**src/rtl/cnp_pkg.sv**
```systemverilog
package cnp_pkg;

  typedef enum logic {
    PH_RX = 1'b0,
    PH_TX = 1'b1
  } cnp_phase_e;

  localparam int DEF_MAG_W = 5;
  localparam int DEF_ENTRIES = 1 << DEF_MAG_W;

  // Default transform table: step of 0.25 on both axes, phi(x) = -ln(tanh(x/2)).
  function automatic int unsigned phi_point(input int unsigned x);
    if (x == 0)       return 31;
    else if (x == 1)  return 8;
    else if (x == 2)  return 5;
    else if (x == 3)  return 4;
    else if (x == 4)  return 3;
    else if (x <= 6)  return 2;
    else if (x <= 11) return 1;
    else              return 0;
  endfunction

  function automatic logic [DEF_ENTRIES*DEF_MAG_W-1:0] phi_table_default();
    logic [DEF_ENTRIES*DEF_MAG_W-1:0] tbl;
    tbl = '0;
    for (int i = 0; i < DEF_ENTRIES; i++) begin
      tbl[i*DEF_MAG_W +: DEF_MAG_W] = DEF_MAG_W'(phi_point(i));
    end
    return tbl;
  endfunction

endpackage

```
**src/rtl/cnp_phi_lut.sv**
```systemverilog
module cnp_phi_lut #(
  parameter int MAG_W = 5,
  parameter logic [(1<<MAG_W)*MAG_W-1:0] TABLE = cnp_pkg::phi_table_default()
) (
  input  logic [MAG_W-1:0] mag_i,
  output logic [MAG_W-1:0] phi_o
);

  always_comb begin
    phi_o = TABLE[mag_i*MAG_W +: MAG_W];
  end

endmodule

```
**src/rtl/cnp_ctrl.sv**
```systemverilog
module cnp_ctrl #(
  parameter int DEGREE = 6,
  parameter int PORTS  = 8
) (
  input  logic                     clk,
  input  logic                     arst_n,
  input  logic                     phase_rst,
  input  logic                     in_valid,
  output logic                     phase_tx,
  output logic                     wr_en,
  output logic [$clog2(PORTS)-1:0] wr_idx,
  output logic                     out_load,
  output logic [$clog2(PORTS)-1:0] edge_idx
);
  import cnp_pkg::*;

  localparam int IDX_W = $clog2(PORTS);
  localparam int RC_W  = $clog2(DEGREE + 1);
  localparam int CNT_W = $clog2(2 * DEGREE);
  localparam logic [RC_W-1:0]  RC_FULL = RC_W'(DEGREE);
  localparam logic [CNT_W-1:0] FIRST   = CNT_W'(DEGREE - 1);
  localparam logic [CNT_W-1:0] LAST    = CNT_W'(2 * DEGREE - 2);
  localparam logic [CNT_W-1:0] STOP    = CNT_W'(2 * DEGREE - 1);

  cnp_phase_e       phase_q, phase_d;
  logic [RC_W-1:0]  rcnt_q, rcnt_d;
  logic [CNT_W-1:0] scnt_q, scnt_d;
  logic [CNT_W-1:0] edge_full;
  logic             unused_edge_bits;

  assign phase_tx  = (phase_q == PH_TX);
  assign wr_en     = !phase_tx && !phase_rst && in_valid && (rcnt_q < RC_FULL);
  assign wr_idx    = IDX_W'(rcnt_q);
  assign out_load  = phase_tx && !phase_rst && (scnt_q >= FIRST) && (scnt_q <= LAST);
  assign edge_full = scnt_q - FIRST;
  assign edge_idx  = IDX_W'(edge_full);
  assign unused_edge_bits = ^edge_full;

  always_comb begin
    phase_d = phase_q;
    rcnt_d  = rcnt_q;
    scnt_d  = scnt_q;
    if (phase_rst) begin
      phase_d = phase_tx ? PH_RX : PH_TX;
      rcnt_d  = '0;
      scnt_d  = '0;
    end else if (!phase_tx) begin
      if (wr_en) rcnt_d = rcnt_q + 1'b1;
    end else if (scnt_q != STOP) begin
      scnt_d = scnt_q + 1'b1;
    end
  end

  always_ff @(posedge clk or negedge arst_n) begin
    if (!arst_n) begin
      phase_q <= PH_RX;
      rcnt_q  <= '0;
      scnt_q  <= '0;
    end else begin
      phase_q <= phase_d;
      rcnt_q  <= rcnt_d;
      scnt_q  <= scnt_d;
    end
  end

  // consecutive outputs walk the edges one by one
  a_r7_edge_step: assert property (@(posedge clk) disable iff (!arst_n)
    (out_load && $past(out_load)) |-> (edge_idx == IDX_W'($past(edge_idx) + 1'b1)));

endmodule

```
**src/rtl/cnp_edge_store.sv**
```systemverilog
module cnp_edge_store #(
  parameter int DEGREE = 6,
  parameter int PORTS  = 8,
  parameter int MSG_W  = 6
) (
  input  logic                     clk,
  input  logic                     arst_n,
  input  logic                     wr_en,
  input  logic [$clog2(PORTS)-1:0] wr_idx,
  input  logic [MSG_W-1:0]         wr_msg,
  output logic [PORTS*MSG_W-1:0]   msgs_o
);

  localparam int IDX_W = $clog2(PORTS);

  for (genvar i = 0; i < PORTS; i++) begin : g_slot
    if (i < DEGREE) begin : g_live
      logic [MSG_W-1:0] slot_q;
      logic             slot_en;
      assign slot_en = wr_en && (wr_idx == IDX_W'(i));
      always_ff @(posedge clk or negedge arst_n) begin
        if (!arst_n)      slot_q <= '0;
        else if (slot_en) slot_q <= wr_msg;
      end
      assign msgs_o[i*MSG_W +: MSG_W] = slot_q;
    end else begin : g_tie
      assign msgs_o[i*MSG_W +: MSG_W] = '0;
    end
  end

  // no store targets an edge beyond the configured degree
  a_r2_store_bound: assert property (@(posedge clk) disable iff (!arst_n)
    wr_en |-> (int'(wr_idx) < DEGREE));

endmodule

```
**src/rtl/cnp_extrinsic.sv**
```systemverilog
module cnp_extrinsic #(
  parameter int DEGREE = 6,
  parameter int PORTS  = 8,
  parameter int MAG_W  = 5,
  parameter logic [(1<<MAG_W)*MAG_W-1:0] TABLE = cnp_pkg::phi_table_default()
) (
  input  logic [PORTS*(MAG_W+1)-1:0] msgs_i,
  input  logic [$clog2(PORTS)-1:0]   edge_idx,
  output logic [MAG_W:0]             res_o
);

  localparam int MSG_W = MAG_W + 1;
  localparam int IDX_W = $clog2(PORTS);
  localparam int SUM_W = MAG_W + $clog2(PORTS);
  localparam logic [SUM_W-1:0] SAT = SUM_W'((1 << MAG_W) - 1);

  logic [PORTS-1:0][MAG_W-1:0] term;
  logic [PORTS-1:0]            sgn;
  logic [SUM_W-1:0]            acc;
  logic [MAG_W-1:0]            sat_mag;
  logic [MAG_W-1:0]            out_mag;

  for (genvar i = 0; i < PORTS; i++) begin : g_port
    if (i < DEGREE) begin : g_used
      logic [MAG_W-1:0] mapped;
      logic             keep;
      cnp_phi_lut #(.MAG_W(MAG_W), .TABLE(TABLE)) u_in_lut (
        .mag_i (msgs_i[i*MSG_W +: MAG_W]),
        .phi_o (mapped)
      );
      assign keep    = (edge_idx != IDX_W'(i));
      assign term[i] = keep ? mapped : '0;
      assign sgn[i]  = keep & msgs_i[i*MSG_W + MAG_W];
    end else begin : g_off
      logic unused_port;
      assign unused_port = ^msgs_i[i*MSG_W +: MSG_W];
      assign term[i] = '0;
      assign sgn[i]  = 1'b0;
    end
  end

  always_comb begin
    acc = '0;
    for (int i = 0; i < PORTS; i++) begin
      acc = acc + {{(SUM_W-MAG_W){1'b0}}, term[i]};
    end
    sat_mag = (acc > SAT) ? SAT[MAG_W-1:0] : acc[MAG_W-1:0];
  end

  cnp_phi_lut #(.MAG_W(MAG_W), .TABLE(TABLE)) u_out_lut (
    .mag_i (sat_mag),
    .phi_o (out_mag)
  );

  assign res_o = {^sgn, out_mag};

endmodule

```
**src/rtl/check_node_proc.sv**
```systemverilog
module check_node_proc #(
  parameter int DEGREE = 6,
  parameter int PORTS  = 8,
  parameter int MAG_W  = 5,
  parameter logic [(1<<MAG_W)*MAG_W-1:0] PHI_TABLE = cnp_pkg::phi_table_default()
) (
  input  logic             clk,
  input  logic             rst_n,
  input  logic             phase_rst,
  input  logic             in_valid,
  input  logic [MAG_W:0]   in_msg,
  output logic             out_valid,
  output logic [MAG_W:0]   out_msg
);

  localparam int MSG_W = MAG_W + 1;
  localparam int IDX_W = $clog2(PORTS);

  logic [1:0]             sync_q;
  logic                   arst_n;
  logic                   phase_tx;
  logic                   wr_en;
  logic [IDX_W-1:0]       wr_idx;
  logic                   out_load;
  logic [IDX_W-1:0]       edge_idx;
  logic [PORTS*MSG_W-1:0] msgs;
  logic [MSG_W-1:0]       res;
  logic                   valid_q;
  logic [MSG_W-1:0]       msg_q;

  always_ff @(posedge clk or negedge rst_n) begin
    if (!rst_n) sync_q <= 2'b00;
    else        sync_q <= {sync_q[0], 1'b1};
  end
  assign arst_n = sync_q[1];

  cnp_ctrl #(.DEGREE(DEGREE), .PORTS(PORTS)) u_ctrl (
    .clk       (clk),
    .arst_n    (arst_n),
    .phase_rst (phase_rst),
    .in_valid  (in_valid),
    .phase_tx  (phase_tx),
    .wr_en     (wr_en),
    .wr_idx    (wr_idx),
    .out_load  (out_load),
    .edge_idx  (edge_idx)
  );

  cnp_edge_store #(.DEGREE(DEGREE), .PORTS(PORTS), .MSG_W(MSG_W)) u_store (
    .clk    (clk),
    .arst_n (arst_n),
    .wr_en  (wr_en),
    .wr_idx (wr_idx),
    .wr_msg (in_msg),
    .msgs_o (msgs)
  );

  cnp_extrinsic #(.DEGREE(DEGREE), .PORTS(PORTS), .MAG_W(MAG_W), .TABLE(PHI_TABLE)) u_ext (
    .msgs_i   (msgs),
    .edge_idx (edge_idx),
    .res_o    (res)
  );

  always_ff @(posedge clk or negedge arst_n) begin
    if (!arst_n) begin
      valid_q <= 1'b0;
      msg_q   <= '0;
    end else begin
      valid_q <= out_load;
      msg_q   <= out_load ? res : '0;
    end
  end

  assign out_valid = valid_q;
  assign out_msg   = msg_q;

  // nothing leaves while receiving
  a_r1_rx_silent: assert property (@(posedge clk) disable iff (!arst_n)
    !phase_tx |-> !out_valid);

  // the first send cycle never carries data
  a_r4_first_gap: assert property (@(posedge clk) disable iff (!arst_n)
    $rose(phase_tx) |-> !out_valid);

  // a phase pulse silences the output on the next cycle
  a_r8_abort_quiet: assert property (@(posedge clk) disable iff (!arst_n)
    phase_rst |=> !out_valid);

endmodule

```
**config.mk**
```make
export PLATFORM = sky130hd
export DESIGN_NAME = check_node_proc
export DESIGN_NICKNAME = d
export VERILOG_FILES = /design/src/rtl/cnp_pkg.sv /design/src/rtl/cnp_phi_lut.sv /design/src/rtl/cnp_ctrl.sv /design/src/rtl/cnp_edge_store.sv /design/src/rtl/cnp_extrinsic.sv /design/src/rtl/check_node_proc.sv
export SDC_FILE = /design/constraint.sdc
export NUM_CORES = 1
export LEC_CHECK = 0
export ABC_AREA = 1
export BUFFER_PORTS_ARGS = -buffer_cell sky130_fd_sc_hd__buf_2
export CAP_MARGIN = 30
export CORE_AREA = 5 5 91 93
export CTS_CLUSTER_SIZE = 12
export DETAILED_ROUTE_END_ITERATION = 8
export DIE_AREA = 0 0 96 98
export GPL_TIMING_DRIVEN = 0
export PLACE_DENSITY_LB_ADDON = 0.2
export REMOVE_ABC_BUFFERS = 1
export SYNTH_ARGS = -nofsm -noshare
export SYNTH_HDL_FRONTEND = slang
export SYNTH_SLANG_ARGS = --single-unit
```
**constraint.sdc**
```tcl
create_clock -name clk -period 1.8 [get_ports clk]
set_input_delay 0.09 -clock clk [delete_from_list [all_inputs] [get_ports clk]]
set_output_delay 0.09 -clock clk [all_outputs]
set_load 0.02 [all_outputs]
```
# Word-level counts from Yosys, hierarchy flattened

Cells that the tools add are included.

Word-level logic and storage cells: 93
Register bits: 53
Bits of input ports: 10

Shift-type cells: 7
Equal/unequal tests: 12
Bitwise logic cells: 6
Add/subtract/negate cells: 8
Reductions and logical operators: 22
Muxes and demuxes: 15
Multiply operators: 7
Order comparisons: 4

Operator list:

| operator                                                   | number |
|---|---|
| indexed part select 160 x 9 -> 5 bit, first input constant | 7 |
| multiplier 5 x 3 -> 8 bit, second input constant           | 7 |
| 2-to-1 mux 5 bit                                           | 7 |
| adder 8 x 5 -> 8 bit                                       | 4 |
| logical AND 1 bit                                          | 12 |
| 2-to-1 mux 4 bit                                           | 3 |
| 2-to-1 mux 3 bit                                           | 3 |
| > comparator 8 x 5 -> 1 bit, second input constant         | 1 |
| parity 8 bit                                               | 1 |
| adder 5 x 5 -> 6 bit                                       | 1 |
| AND 1 bit                                                  | 6 |
| == test 3 x 2 -> 1 bit, second input constant              | 2 |
| == test 3 bit, second input constant                       | 2 |
| 2-to-1 mux 6 bit                                           | 1 |
| inequality test 3 x 2 -> 1 bit, second input constant      | 2 |
| inequality test 3 bit, second input constant               | 2 |
| nonzero test 2 bit                                         | 3 |
| adder 4 x 1 -> 4 bit, second input constant                | 1 |
| >= comparator 4 x 3 -> 1 bit, second input constant        | 1 |
| less-or-equal comparator 4 bit, second input constant      | 1 |
| inequality test 4 bit, second input constant               | 1 |
| AND reduction 2 bit                                        | 2 |
| adder 3 x 1 -> 3 bit, second input constant                | 1 |
| == test 3 x 1 -> 1 bit, second input constant              | 1 |
| other kinds (8)                                            | 9 |

# Depth between registers and ports, before layout

Gate-level depths: netlist (run 1).

Word-level depth: 13
Mapped depth: 35
Depth with buffers taken out: 35

# Modules after synthesis

From an unflattened synthesis (run 1), not the netlist that was laid out.

Cell total of the unflattened synthesis: 609
Area, all modules: 4483.0 sq um

By module, submodules not included:

| module          | cells an instance | instances | area an instance (sq um) |
|---|---|---|---|
| cnp_edge_store  | 182               | 1         | 1567.8 |
| cnp_extrinsic   | 165               | 1         | 1104.8 |
| cnp_phi_lut     | 25                | 7         | 140.1 |
| cnp_ctrl        | 65                | 1         | 555.5 |
| check_node_proc | 22                | 1         | 274.0 |

# Worst setup path after synthesis (run 1)

OpenSTA, ideal clock, no wires.

Path type: register to register
From: register u_ctrl.scnt_q[1]
To: register msg_q[0], in the netlist out_msg[0]
Setup slack: -3.592 ns
Cell stages (with the launch flop): 32
Buffers on the path: 0
Setup time: 0.119 ns
Arrival time: 5.273 ns
Cell sequence: dfrtp_1 inv_1 ha_1 inv_1 nand2_2 nand2_4 nand2_1 inv_1 nor3_1 ha_1 inv_1 fa_1 inv_1 fa_1 inv_1 fa_1 fa_1 inv_1 ha_1 fa_1 nand2_1 nand2_1 nand2_1 nand2_1 nand2_1 nand2_2 nand2_2 nor2_1 ha_1 nor2_1 a21oi_1 nor2_1

Cells in the longest elaborated chain, start to end: 13
Elaborated cells between the ends (all ways): 27

Ends and longest elaborated chain:

| item                                                                 | line                  | source |
|---|---|---|
| from (decl)                                                          | cnp_ctrl.sv:27        | `logic [CNT_W-1:0] scnt_q, scnt_d;` |
| from (signal assigned)                                               | cnp_ctrl.sv:62        | `scnt_q <= scnt_d;` |
| subtractor 3 bit                                                     | cnp_ctrl.sv:35        | `assign edge_full = scnt_q - FIRST;` |
| inequality test 3 x 1 -> 1 bit or nonzero test 3 bit (tied branches) | cnp_extrinsic.sv:31   | `assign keep = (edge_idx != IDX_W'(i));` |
| 2-to-1 mux 5 bit                                                     | cnp_extrinsic.sv:32   | `assign term[i] = keep ? mapped : '0;` |
| adder 5 x 5 -> 6 bit                                                 | cnp_extrinsic.sv:45   | `acc = acc + {{(SUM_W-MAG_W){1'b0}}, term[i]};` |
| adder 8 x 5 -> 8 bit (4 in a row)                                    | cnp_extrinsic.sv:45   |  |
| > comparator 8 x 5 -> 1 bit                                          | cnp_extrinsic.sv:47   | `sat_mag = (acc > SAT) ? SAT[MAG_W-1:0] : acc[MAG_W-1:0];` |
| 2-to-1 mux 5 bit                                                     | cnp_extrinsic.sv:47   |  |
| multiplier 5 x 3 -> 8 bit                                            | cnp_phi_lut.sv:10     | `phi_o = TABLE[mag_i*MAG_W +: MAG_W];` |
| indexed part select 160 x 9 -> 5 bit                                 | cnp_phi_lut.sv:10     |  |
| 2-to-1 mux 6 bit *                                                   | check_node_proc.sv:70 | `msg_q <= out_load ? res : '0;` |
| to (signal assigned)                                                 | check_node_proc.sv:70 |  |
| to (decl)                                                            | check_node_proc.sv:29 | `logic [MSG_W-1:0] msg_q;` |

Mark *: on every way between the ends. The rest lies on a longest branch, timed or not.
A chain may end at the register's enable or synchronous reset.

# Final worst setup path (run 1)

From: register u_ctrl.scnt_q[0]
To: register msg_q[0], in the netlist out_msg[0]

Same word-level chain as after synthesis.

==> impl_metrics.toml, run 1 <==
[worst_hold_path]
min-delay-path-class = "input port to flip-flop"
hold-path-cell-count = 2

[cts]
clkTransAtPathRegs_ns = 0.09
cts_buffer_depth = 2
cts_root_buf = "clkbuf_8"
numClockSinks = 53
cts_inserted_buffers = 5
cts_tree = "yes"
insertion_delay_ns = 0.30
htreeDepth = 2

[layout]
final_common_cell = "nand2_1"
antenna_cells = 0
area_growth_pct = 18.2
drive_gt1_share_pct = 22.0
fin_cells = 624
final_cell_mix = "nand2_1, inv_1, dfrtp_1, ha_1, o21ai_0"
nets = 602
nFillCells = 643
multiInputGateArea_sq_um = 2510
seqCellArea_sq_um = 1330

[route]
route.met2.wl_microns = 3770
drt-pass1-iter-count = 4
top_layer_used = "met4"
wl_met1_microns = 3730
vias = 3124
dr.first_iter.drc_count = 131
routed_via_density = 5.01
ant_nets = 0
post_drt_wl_per_cell_microns = 12.6
postRouteWirelength_microns = 7860
wl_met3_microns = 168
drcViolationCount = 0

[run_status]
violations = "setup timing"
status = "finished, violations left"

[floorplan]
core_area_sq_um = 7450
die_x_microns = 96
die_area_sq_um = 9410
pin_count = 17
die_h_microns = 98
initial_utilization_pct = 53.1
core.rowCount = 32

[timing]
rsz0062_at_grt = "yes"
max_freq_mhz = 189
skew_ns = 0.00536
post-route-period-util_pct = 294
report.final.hold_viol_count = 0
setup_viol = 5
slew_viol_final = 0
worst_pin_slew_ns = 0.510
layout_setup_ws_ns = -3.49
finalCriticalPeriod_ns = 5.29
relSlewSlack_pct = 66.0

[global_route]
grt_pass1_wl_microns = 14000
grt_overflow = 0
grt_max_degree = 31
grt_use_total_pct = 18.5
antenna_found_initial = 0
grt_pass1_vias = 3073

[placement]
routabilityCongestion = 0.822
hpwl_microns = 6050
io_buffers = 16
dp_cells = 591

[logic_synthesis]
synth_top_area_share_pct = 33.5
syn_inst = 478
synth_seq_area_share_pct = 33.5
ys.flop_type = "dfrtp_1"
synth.largest_area_cell = "dfrtp_1"
synth-edff-count = 0
synth-seq-cells = 53
yosys-top-cells-area = "dfrtp_1, ha_1, nand2_1"
syn-mean-instance-area_sq_um = 8.27
netlist_area_sq_um = 3960
yosys.cell_types.count = 39
synth-warning-count = 0
async_flop_share_pct = 100

[setup_path]
critPathCaptureType = "flip-flop"
slowest_delay_ns = 0.56
critPathMaxFanout = 5
start_kind = "flip-flop"
crit_slowest_cell = "fa_2"
crit_top_cell = "inv_2"
worstPathArrival_ns = 5.52
path_class = "flip-flop to flip-flop"
ff2ff_path_depth = 30
crit_required_ns = 2.03

[job]
max-cap-violations = 0
[metal layers]
| metal | up-vias | track usage (%) |
|---|---|---|
| li1 | 1600 | - |
| met1 | 1466 | 25.3 |
| met2 | 43 | 30.5 |
| met3 | 15 | 2.39 |
| met4 | 0 | 5.36 |
| met5 | - | 0 |
[kinds of logic (layout without fill, tap and decap cells)]
logic type,Yosys count,count (layout),synth area share [%]
AOI/OAI and AO/OA,73,73,10.3
xor gates and xnor gates,5,5,1.11
adders and majority gates,70,70,25.2
buffers and inverters,89,133,8.70
DFF,53,53,33.5
other,1,1,0.0948
and+or+nand+nor,187,187,21.1
[timing repair]
action / CTS / global route
resized for setup: 45 / 19
pin swaps: 38 / 25
hold buffers: 1 / 0
hold endpoints to repair: 2 / 0
endpoints found under the setup margin: 6 / 7
setup buffers: 19 / 7
[cells in the mapped netlist, drive strengths merged, types with 4 or more instances]
| master | n |
|---|---|
| nand2 | 105 |
| inv | 83 |
| ha | 54 |
| dfrtp | 53 |
| o21ai | 45 |
| nor2 | 41 |
| nand3 | 19 |
| fa | 16 |
| a21oi | 12 |
| nor3 | 10 |
| buf | 6 |
| nor4 | 5 |
| o22ai | 4 |
| xor2 | 4 |
[path summary, 6_finish.rpt]
kind,from,to,slack [ns]
setup reg to reg,u_ctrl.scnt_q[0],out_msg[0],-3.49
max in group asynchronous,sync_q[1],out_msg[1],1.03
setup / recovery,u_ctrl.scnt_q[0],out_msg[0],-3.49
hold / removal,phase_rst,u_ctrl.phase_tx,0.05
min in group asynchronous,rst_n,sync_q[1],0.09
hold reg to reg,sync_q[1],u_store.g_slot[0].g_live.slot_q[3],0.24
[registers in the layout, indices dropped and copies added, names as in the netlist]
register and count:
u_store.g_slot.g_live.slot_q 36, u_ctrl.wr_idx 3, sync_q 2, out_valid 1, u_ctrl.scnt_q 4, u_ctrl.phase_tx 1, out_msg 6
[area by class of cell]
cell class | count | area share, %
multi-input combinational | 336 | 53.7
sequential | 53 | 28.4
inverter | 83 | 6.82
timing repair buffer | 43 | 6.45
tap | 102 | 2.73
clock buffer | 7 | 1.85
[worst max-delay path: cells and delay by family, from the launching register on]
family	cells	cell delay (ns)
adders and majority gates	9	3.16
AOI/OAI and AO/OA	2	0.14
buffers and inverters	8	0.45
and+or+nand+nor	11	1.07
DFF	1	0.41
[through the flow]
step / TNS (ns) / util, % / cell area, sq um / hold WS, ns / worst slack [ns]
2_1_floorplan: -17.44 / - / 3920 / -0.206 / -3.59
3_3_place_gp: -38.21 / 55.5 / 4130 / -0.125 / -4.08
3_5_place_dp: -20.36 / 55.7 / 4150 / -0.122 / -4.15
4_1_cts: -17.30 / 61.2 / 4560 / 0.0440 / -3.48
5_1_grt: -18.68 / 62.8 / 4680 / 0.0679 / -3.74
6_report: -17.31 / 62.8 / 4680 / 0.0524 / -3.49
Power of run 1 is left out: the tool's default activity adds up to more than one toggle a clock period on the data nets, which glitch-free logic cannot reach.
==> inputs of run 2 (changes only) <==
CORE_AREA = 5 5 104 82   (was 5 5 91 93)
DIE_AREA = 0 0 109 87   (was 0 0 96 98)
clock period = 6.15 ns   (was 1.8 ns; I/O delays follow)
==> impl_metrics.toml, run 2 (synthesis gave the netlist of run 1 again) <==
[floorplan]
pin_count = 17
core_area_sq_um = 7530
initial_utilization_pct = 52.5
die_h_microns = 87
die_x_microns = 109
die_area_sq_um = 9480
core.rowCount = 28

[route]
drt-pass1-iter-count = 4
dr.first_iter.drc_count = 149
postRouteWirelength_microns = 7940
drcViolationCount = 0
ant_nets = 0
routed_via_density = 5.03
vias = 3052
post_drt_wl_per_cell_microns = 13.1

[timing]
finalCriticalPeriod_ns = 5.82
slew_viol_final = 0
post-route-period-util_pct = 94.6
max_freq_mhz = 172
finalSetupTns_ns = 0
report.final.hold_viol_count = 0
setup_viol = 0
skew_ns = 0.00839

[global_route]
antenna_found_initial = 0
grt_pass1_wl_microns = 13600
grt_pass1_vias = 3016
grt_overflow = 0
grt_max_degree = 41
grt_use_total_pct = 18.2

[placement]
routabilityCongestion = 0.839
io_buffers = 16
hpwl_microns = 6220

[layout]
antenna_cells = 0
largest_reg_flops = 36
nets = 581
area_growth_pct = 9.68
nFillCells = 697
seqCellArea_sq_um = 1330
final_cell_mix = "nand2_1, inv_1, ha_1, dfrtp_1, o21ai_0"
multiInputGateArea_sq_um = 2340
drive_gt1_share_pct = 12.7
top_register = "u_store.g_slot.g_live.slot_q"
final_common_cell = "nand2_1"

[job]
max-cap-violations = 0

[setup_path]
path_class = "flip-flop to flip-flop"
crit_required_ns = 6.40
crit_slowest_cell = "fa_1"
crit_buf_inv = 8
ff2ff_path_depth = 33
start_kind = "flip-flop"
worstPathArrival_ns = 6.07
crit_family = "adder cells"
crit_top_cell = "inv_1"
slowest_delay_ns = 0.54
critPathMaxFanout = 8
cp_num_cells = 33
critPathCaptureType = "flip-flop"

[cts]
numClockSinks = 53
cts_buffer_depth = 2
htreeDepth = 2
cts_root_buf = "clkbuf_8"
cts_tree = "yes"
cts_inserted_buffers = 5
clkTransAtPathRegs_ns = 0.10
insertion_delay_ns = 0.31

[worst_hold_path]
min-delay-path-class = "flip-flop to asynchronous set/reset pin"

[run_status]
status = "finished, final reports clean"
-- run 2: path summary, 6_finish.rpt --
| check | start | endpoint | slack (ns) |
|---|---|---|---|
| max | u_ctrl.scnt_q[1] | out_msg[1] | 0.33 |
| min | sync_q[1] | u_store.g_slot[0].g_live.slot_q[0] | 0.14 |
| max reg2reg | u_ctrl.scnt_q[1] | out_msg[1] | 0.33 |
| min reg2reg | sync_q[1] | u_store.g_slot[0].g_live.slot_q[0] | 0.14 |
| max in group asynchronous | sync_q[1] | u_ctrl.scnt_q[0] | 5.50 |
| min in group clk | phase_rst | u_ctrl.phase_tx | 0.27 |
-- run 2: what timing repair did --
item / CTS / global route
endpoints found under the hold margin: 2 / 0
endpoints found under the setup margin: 0 / 4
setup buffers: 0 / 4
hold buffers: 1 / 0
gates resized for setup: 0 / 15
-- run 2: metal layers --
metal  vias up  GRT usage, %  part of all wire, %
met5         -             0                    0
met3         7          2.45                  2.9
li1       1561             -                    -
met2        38          30.3                   47
met4         0          4.36                  1.2
met1      1446          25.4                   49
-- run 2: cell type report --
type | count | area share (%)
Tap cell | 105 | 3.03
Clock buffer | 5 | 1.59
Inverter | 83 | 7.18
Timing Repair Buffer | 22 | 3.23
Clock inverter | 3 | 0.404
Sequential cell | 53 | 30.7
Multi-Input combinational cell | 336 | 53.9
-- run 2: metrics by stage --
step	util, %	std cells	hold WS (ns)	setup slack (ns)	cell area [sq um]
after floorplan	-	472	0.0119	0.758	3920
after global placement	54.9	593	0.0923	0.277	4130
after detailed placement	55.2	594	0.0937	0.136	4160
after CTS	56.4	603	0.163	0.113	4250
after global routing	57.6	607	0.173	-0.0373	4340
final	57.6	607	0.140	0.330	4340
Power of run 2 is left out for the same reason.
